<file path="src/rtl/prbs_pkg.sv">
package prbs_pkg;
  localparam int HIST_W = 23;

  typedef enum logic [1:0] {
    POLY_7  = 2'd0,
    POLY_9  = 2'd1,
    POLY_15 = 2'd2,
    POLY_23 = 2'd3
  } poly_e;

  // Low L bits set: the part of the history a polynomial actually uses.
  function automatic logic [HIST_W-1:0] poly_mask(poly_e p);
    case (p)
      POLY_7:  return 23'h00007F;
      POLY_9:  return 23'h0001FF;
      POLY_15: return 23'h007FFF;
      default: return 23'h7FFFFF;
    endcase
  endfunction

  // h[k] holds b[n-1-k]; result is b[n] = b[n-L] ^ b[n-T].
  function automatic logic fb_bit(logic [HIST_W-1:0] h, poly_e p);
    case (p)
      POLY_7:  return h[6]  ^ h[5];
      POLY_9:  return h[8]  ^ h[4];
      POLY_15: return h[14] ^ h[13];
      default: return h[22] ^ h[17];
    endcase
  endfunction
endpackage

</file>
<file path="src/rtl/prbs_word_step.sv">
module prbs_word_step
  import prbs_pkg::*;
#(
  parameter int DATA_W = 64
) (
  input  poly_e              sel,
  input  logic [HIST_W-1:0]  hist_in,
  input  logic [DATA_W-1:0]  rx_bits,
  input  logic               use_rx,
  output logic [DATA_W-1:0]  pred,
  output logic [HIST_W-1:0]  hist_out
);
  // One stage per bit, earliest bit at the MSB. In receive mode the
  // history is refilled from the received bits (self-synchronizing).
  for (genvar i = 0; i < DATA_W; i++) begin : g_bit
    localparam int POS = DATA_W - 1 - i;
    logic [HIST_W-1:0] h_cur;
    logic [HIST_W-1:0] h_nxt;
    logic              nb;
    if (i == 0) begin : g_first
      assign h_cur = hist_in;
    end else begin : g_rest
      assign h_cur = g_bit[i-1].h_nxt;
    end
    assign pred[POS] = fb_bit(h_cur, sel);
    assign nb        = use_rx ? rx_bits[POS] : pred[POS];
    assign h_nxt     = {h_cur[HIST_W-2:0], nb};
  end
  assign hist_out = g_bit[DATA_W-1].h_nxt;
endmodule

</file>
<file path="src/rtl/prbs_gen.sv">
module prbs_gen
  import prbs_pkg::*;
#(
  parameter int DATA_W = 64
) (
  input  logic               clk,
  input  logic               rst_n,
  input  poly_e              sel,
  input  logic               en,
  input  logic               load,
  input  logic [HIST_W-1:0]  seed,
  output logic [DATA_W-1:0]  data,
  output logic               valid
);
  logic [HIST_W-1:0] state_q, state_nxt, seed_m, seed_eff;
  logic [DATA_W-1:0] word;
  logic              seed_zero;

  prbs_word_step #(.DATA_W(DATA_W)) u_step (
    .sel      (sel),
    .hist_in  (state_q),
    .rx_bits  ('0),
    .use_rx   (1'b0),
    .pred     (word),
    .hist_out (state_nxt)
  );

  assign seed_m    = seed & poly_mask(sel);
  assign seed_zero = (seed_m == '0);
  assign seed_eff  = seed_zero ? poly_mask(sel) : seed_m;

  always_ff @(posedge clk or negedge rst_n) begin
    if (!rst_n) begin
      state_q <= '1;
      data    <= '0;
      valid   <= 1'b0;
    end else if (load) begin
      state_q <= seed_eff;
      valid   <= 1'b0;
    end else if (en) begin
      state_q <= state_nxt;
      data    <= word;
      valid   <= 1'b1;
    end else begin
      valid   <= 1'b0;
    end
  end

  p_seed_nonzero_r4: assert property (@(posedge clk) disable iff (!rst_n)
    load |=> state_q != '0);
  p_load_quiet_r3: assert property (@(posedge clk) disable iff (!rst_n)
    load |=> !valid);
  p_hold_r2: assert property (@(posedge clk) disable iff (!rst_n)
    (!en && !load) |=> ($stable(state_q) && !valid));
endmodule

</file>
<file path="config.mk">
export PLATFORM = sky130hd
export DESIGN_NAME = prbs_gen
export DESIGN_NICKNAME = d
export VERILOG_FILES = /design/src/rtl/prbs_pkg.sv /design/src/rtl/prbs_word_step.sv /design/src/rtl/prbs_gen.sv
export SDC_FILE = /design/constraint.sdc
export NUM_CORES = 1
export LEC_CHECK = 0
export BUFFER_PORTS_ARGS = -buffer_cell sky130_fd_sc_hd__clkbuf_2
export CORE_ASPECT_RATIO = 1.2
export CORE_MARGIN = 5
export CORE_UTILIZATION = 40
export DETAILED_ROUTE_END_ITERATION = 12
export PLACE_DENSITY = 0.64
export SYNTH_ARGS = -nofsm -noshare
export SYNTH_HDL_FRONTEND = slang
export SYNTH_SLANG_ARGS = --single-unit
</file>
<file path="constraint.sdc">
create_clock -name clk -period 6.4 [get_ports clk]
set_input_delay 0.32 -clock clk [delete_from_list [all_inputs] [get_ports clk]]
set_output_delay 0.32 -clock clk [all_outputs]
set_load 0.05 [all_outputs]
</file>
==> results of run 1 <==
-- final timing paths --
check / depth (start not counted) / start / end
setup / recovery: 23 / state_q[3] / state_q[0]
hold / removal: 3 / seed[16] / state_q[16]
setup reg to reg: 23 / state_q[3] / state_q[0]
hold reg to reg: 2 / data[58] / data[58]
max in group asynchronous: 3 / rst_n / data[60]
min in group asynchronous: 2 / rst_n / data[44]
-- synthesized netlist by cell type (all sizes together), types with 6 or more instances --
master,count
and2,9
a21o,6
a221oi,6
and3,9
o211ai,29
clkbuf,55
a22oi,7
nor3,25
nand2,165
or3,9
mux2i,17
nor4,8
xor2,60
nand3,20
dfstp,23
o21a,7
xnor3,11
nor2b,6
xnor2,153
o21ai,111
o22ai,15
dfrtp,65
a21oi,50
or2,8
nor2,75
a211o,7
buf,35
a31oi,11
mux2,7
a211oi,21
a2bb2oi,6
mux4,6
o311ai,10
o31ai,7
inv,8
-- repair_timing --
action                                  in CTS  in global routing
buffers inserted                             0                 12
gates resized for setup                      7                 42
endpoints found under the hold margin       19                  0
endpoints found under the setup margin      19                 20
pin swaps                                    0                 19
hold buffers                                 1                  0
-- sequential cells by signal, indices dropped and copies added (netlist names) --
name and cells:
state_q 23, data 64, valid 1
-- cell families (layout without fill, tap and decap cells) --
group                  Yosys count  in the layout  share of synthesized area (%)
buffers and inverters          101            298                           4.88
flip-flops                      88             88                           23.6
multiplexers                    30             30                           4.06
XOR/XNOR                       225            225                           23.2
AND/OR/NAND/NOR                355            355                           17.3
AO/OA/AOI/OAI                  347            347                           27.1
-- through the flow --
stage	TNS, ns	hold WS (ns)
floorplan	0	0.0244
detailed placement	-2.11	0.218
global placement	-3.23	0.217
global route	-0.0230	0.245
CTS	0	0.236
finish	0	0.241
-- final cells by class --
| cell class | instances | area, um2 |
|---|---|---|
| fillers | 2244 | 11400 |
| well taps | 315 | 394 |
| flip-flops and latches | 88 | 2230 |
| repair buffers | 271 | 1840 |
| inverters | 11 | 41.3 |
| clock buffers | 9 | 225 |
| multi-input cells | 957 | 7040 |
| clock inverters | 7 | 73.8 |
-- worst max-delay path, delay by kind of cell, from the launching register on --
family / cells / cell delay (ns)
AOI/OAI and AO/OA: 9 / 2.65
xor gates and xnor gates: 7 / 1.72
buffers and inverters: 4 / 0.72
and+or+nand+nor: 3 / 0.58
DFF: 1 / 0.39
-- layer usage --
layer	share of wire, %	vias to the layer above	global-route usage, %
met4	6.7	0	16.5
li1	-	4473	-
met1	41	4768	39.4
met2	45	579	47.3
met3	7.3	149	4.27
met5	0	-	0
==> summary.md, run 1 <==
| Metric | Value |
|---|---|
| Number of antenna diodes | `0` |
| Worst slew margin | `14.2%` |
| GR Util All Layers | `30.0%` |
| Area share of the largest cell type after synthesis | `17.2%` |
| Largest net degree at the start of global routing | `70` |
| GPL Wtd Cong | `slightly below 1` |
| # IOs | `94` |
| TritonCTS clock tree | `yes` |
| Final ANT Viol Nets | `0` |
| CP arrival | `6.45 ns` |
| Die Span Y | `179 um` |
| Longest Clk Path Bufs | `2` |
| Worst-path maximum fanout | `8` |
| WS Path Type | `flip-flop to flip-flop` |
| Minimum clock period | `approximately 6.2 ns` |
| DR pass1 iterations | `5` |
| Tcrit/Tclk final | `96.7%` |
| First-pass GRT wire length | `60.5 mm` |
| H-tree Lvls | `3` |
| Clock latency at the later pin of the worst-skew pair | `0.37 ns` |
| Reg2Reg Setup Slack | `0.21 ns` |
| Total CTS buffers | `9` |
| Number of flops mapped to enable cells by yosys | `0` |
| Status | `completed` |
| Commonest non-fill, non-tap cells in the layout | `175 x buf_4, 162 x nand2_1, 147 x xnor2_1` |
| Commonest non-fill, non-tap cell in the layout | `buf_4` |
| Yosys reg bits | `88` |
| CP max stage cell | `xnor3_2` |
| HP Class | `input pin to flip-flop` |
| Placed Area | `11,200 um2` |
| Post-route design area | `11,800 um2` |
| Layout Area Growth over Synthesis | `25.0%` |
| Share of post-route cells with drive strength above 1 | `a little under a third` |
| Syn_area_per_cell | `8.26 um2` |
| Critical Path, Cell by Cell | `buf_4 > xnor2_1 > o311ai_1 > buf_4 > o21ai_0 > buf_4 > nand3_1 > xnor3_2 > o21ai_0 > nor3_1 > or2_4 > a221oi_4 > a2bb2oi_4 > buf_4 > xnor2_1 > a221oi_4 > xor2_4 > xnor2_1 > a221o_2 > xor2_2 > a221oi_4 > xnor2_1 > o311ai_1` |
| Dpl cells | `approximately 1,600` |
| Synth unique cells | `slightly above 100` |
| Clock transition at path regs | `roughly 0.080 ns` |
| Delay of the slowest cell on the worst path | `0.49 ns` |
| I/O Buffers | `93` |
| Core footprint | `23,300 um2` |
| Setup WS pre-CTS | `-0.268 ns` |
| Die X | `150 um` |
| DP HPWL | `30.9 mm` |
| Vias | `9,969` |
| Max-slew violations | `0` |
| Max Cap Viol | `0` |
| WP data required | `6.66 ns` |
| Cell Count, Final, Fillers Out | `roughly 1,700` |
| Clock root cell | `clkbuf_16` |
| F_max | `162 MHz` |
| Core Util, Final | `approximately 50%` |
| Vias in the first global route | `roughly 9,600` |
| Vias/cell | `6.01` |
| Final setup viols | `0` |
| Post-synth top flop | `dfrtp_1` |
| # DRC | `0` |
| Initial antenna violation count | `0` |
| Sequential area share after synthesis | `between 20% and 30%` |
| TritonCTS sink count | `88` |
| Clk_skew | `0.0122 ns` |
| Site row count | `61` |
| Mapped cell area | `9470 um2` |
| Final Net Count | `1,367` |
| Die ar. | `26,900 um2` |
| Syn nets | `between 1,000 and 1,500` |
| Area contributors post-synth | `dfrtp_1 17%, xnor2_1 14%, nand2_1 6.5%` |
| WL final | `just over 40 mm` |
| Drt wl/cell | `24.3 um` |
| Synth warn | `0` |
| Final hold viol count | `0` |
| CP endpoint kind | `flip-flop` |
| Starting density of the core | `between 40 and 50%` |
| Worst Slack Setup Final | `0.213 ns` |
| Ys async rst share | `100%` |
| Grt ovf | `0` |
| Tightest Pin Transition | `about 1.3 ns` |
| 1st-iter DRT viols | `between 800 and 900` |
| Synth area leader | `dfrtp_1` |
| Startpoint types | `flip-flop` |
| Cells after synthesis | `1,146` |
Power of run 1 is not shown: default switching activity piles up to over one toggle a cycle in this logic, so the estimate is an artifact.
==> run 2, diff against run 1 <==
--- a/config.mk
+++ b/config.mk
@@ -8,9 +8,10 @@
 export BUFFER_PORTS_ARGS = -buffer_cell sky130_fd_sc_hd__clkbuf_2
 export CORE_ASPECT_RATIO = 1.2
 export CORE_MARGIN = 5
-export CORE_UTILIZATION = 40
+export CORE_UTILIZATION = 55
 export DETAILED_ROUTE_END_ITERATION = 12
-export PLACE_DENSITY = 0.64
+export PLACE_DENSITY = 0.82
 export SYNTH_ARGS = -nofsm -noshare
 export SYNTH_HDL_FRONTEND = slang
 export SYNTH_SLANG_ARGS = --single-unit
+export TNS_END_PERCENT = 5
==> run 2 against run 1 <==
Cell area shrank 0.92%. Register-to-register slack worse by 0.098 ns. Setup slack worse by 0.098 ns. Utilization up 18 points. Sequential share of layout area grew 0.24 points. Critical endpoint unchanged. Largest cell class unchanged.
==> summary.md, run 2 (synthesis results as in run 1) <==
| Metric | Value |
|---|---|
| Drt wl/cell | `24.7 um` |
| Bufs and invs on worst path | `2` |
| GPL Wtd Cong | `1.00` |
| Total CTS buffers | `9` |
| Vias in the first global route | `9,783` |
| Critical Path, Cell by Cell | `xor2_2 > mux4_2 > or3_4 > and3_4 > or3_1 > nand3_2 > o311ai_4 > buf_4 > a21oi_4 > buf_4 > xor2_4 > xor2_4 > xnor2_2 > a221oi_4 > xor2_1 > xnor2_1 > a221o_2 > xor2_2 > a221oi_4 > xnor2_1 > o311ai_1` |
| Tcrit/Tclk final | `around 98%` |
| Max-slew violations | `0` |
| M3 GR Usage | `under 10%` |
| Commonest non-fill, non-tap cells in the layout | `172 x buf_4, 163 x nand2_1, 145 x xnor2_1` |
| Grt ovf | `0` |
| First-pass GRT wire length | `roughly 58 mm` |
| Largest net degree at the start of global routing | `98` |
| Layout Area Growth over Synthesis | `23.9%` |
| Placed Area | `10,900 um2` |
| Clock root cell | `clkbuf_16` |
| Vias | `10,100` |
| Commonest non-fill, non-tap cell in the layout | `buf_4` |
| WP data required | `6.65 ns` |
| 1st-iter DRT viols | `1,106` |
| Max Cap Viol | `0` |
| Tightest Pin Transition | `about 0.9 ns` |
| Biggest regs | `data (64), state_q (23), valid (1)` |
| WL final | `38.4 mm` |
| Met2 usage | `58.5%` |
| TritonCTS sink count | `88` |
| WS Path Type | `flip-flop to flip-flop` |
| F_max | `159 MHz` |
| Biggest register | `data` |
| # IOs | `94` |
| Grt peak-use layer | `met2` |
| Share of post-route cells with drive strength above 1 | `30.9%` |
| CP arrival | `6.54 ns` |
| I/O Buffers | `93` |
| H-tree Lvls | `3` |
| Starting density of the core | `a little under three fifths` |
| Status | `completed` |
| DP HPWL | `28.8 mm` |
| TritonCTS clock tree | `yes` |
| Number of antenna diodes | `0` |
| Delay of the slowest cell on the worst path | `0.69 ns` |
| DR pass1 iterations | `5` |
| Worst slew margin | `39.8%` |
| CP endpoint kind | `flip-flop` |
| Die X | `130 um` |
| Max FFs per register | `64` |
| Final hold viol count | `0` |
| Die Span Y | `~150 um` |
| Clk_skew | `0.0187 ns` |
| Final setup viols | `0` |
| Die ar. | `20,000 um2` |
| Longest Clk Path Bufs | `2` |
| HP Class | `input pin to flip-flop` |
| Core footprint | `16,900 um2` |
| Clock latency at the later pin of the worst-skew pair | `approximately 0.37 ns` |
| Critical path startpoint | `state_q[4]` |
| Startpoint types | `flip-flop` |
| RSZ-0062 raised after global routing | `yes` |
| M1 GR Usage | `49.3%` |
| Hold_sp | `seed[6]` |
| Final ANT Viol Nets | `0` |
| Initial antenna violation count | `0` |
| Site row count | `52` |
| Worst path top cell family by delay | `compound AO/OA/AOI/OAI gates` |
| CP max stage cell | `dfstp_2` |
| Clock transition at path regs | `about 0.09 ns` |
| Minimum clock period | `6.29 ns` |
| Worst-path maximum fanout | `8` |
| Reg-to-Reg Start | `state_q[4]` |
| Vias/cell | `6.50` |
| Final Net Count | `~1,400` |
| Post-route design area | `11,700 um2` |
| GR Util All Layers | `38.1%` |
| # DRC | `0` |
[run 2: path summary, 6_finish.rpt]
path | depth (start not counted) | slack (ns) | end
setup reg to reg | 21 | 0.11 | state_q[0]
hold reg to reg | 2 | 0.47 | data[50]
setup / recovery | 21 | 0.11 | state_q[0]
hold / removal | 3 | 0.23 | state_q[6]
max in group asynchronous | 3 | 4.89 | data[38]
min in group asynchronous | 2 | 0.46 | data[60]
[run 2: final cells by class]
| cell class | count | area (um2) |
|---|---|---|
| Multi-Input combinational cell | 957 | 7060 |
| Fill cell | 1419 | 5180 |
| Sequential cell | 88 | 2240 |
| Timing Repair Buffer | 268 | 1810 |
| Tap cell | 216 | 270 |
| Clock buffer | 10 | 250 |
| Clock inverter | 6 | 65.1 |
| Inverter | 11 | 41.3 |
[run 2: metrics by stage]
step | hold WS [ns] | std cells | utilization (%) | worst slack [ns] | TNS, ns
floorplan | 0.0244 | 1146 | - | 0.342 | 0
global placement | 0.325 | 1514 | 64.7 | -0.0928 | -0.185
detailed placement | 0.325 | 1514 | 64.7 | -0.103 | -0.478
CTS | 0.226 | 1531 | 66.6 | -0.0371 | -0.0403
global route | 0.245 | 1556 | 69.4 | -0.0833 | -0.407
finish | 0.229 | 1556 | 69.4 | 0.115 | 0
[run 2: timing repair]
action	in CTS	in global routing
pin swaps	0	19
hold buffers	1	0
endpoints found under the setup margin	12	22
gates resized for setup	3	51
buffers inserted	0	25
endpoints found under the hold margin	23	0
[run 2: metal layers]
layer  share of wire [%]  up-vias  wire length, um
li1                    -     4474                -
met1                  39     4843            14800
met2                  46      653            17600
met3                 8.8      151             3360
met4                 6.8        0             2620
met5                   0        -                0
[run 2: worst reg2reg max path, cell delays in order (launching register included)]
cell,delay [ns]
dfstp_2,0.69
xor2_2,0.13
mux4_2,0.56
or3_4,0.39
and3_4,0.21
or3_1,0.38
nand3_2,0.18
o311ai_4,0.16
buf_4,0.18
a21oi_4,0.28
buf_4,0.21
xor2_4,0.25
xor2_4,0.22
xnor2_2,0.13
a221oi_4,0.36
xor2_1,0.27
xnor2_1,0.10
a221o_2,0.46
xor2_2,0.20
a221oi_4,0.35
xnor2_1,0.14
o311ai_1,0.32
Power of run 2 is left out for the same reason.
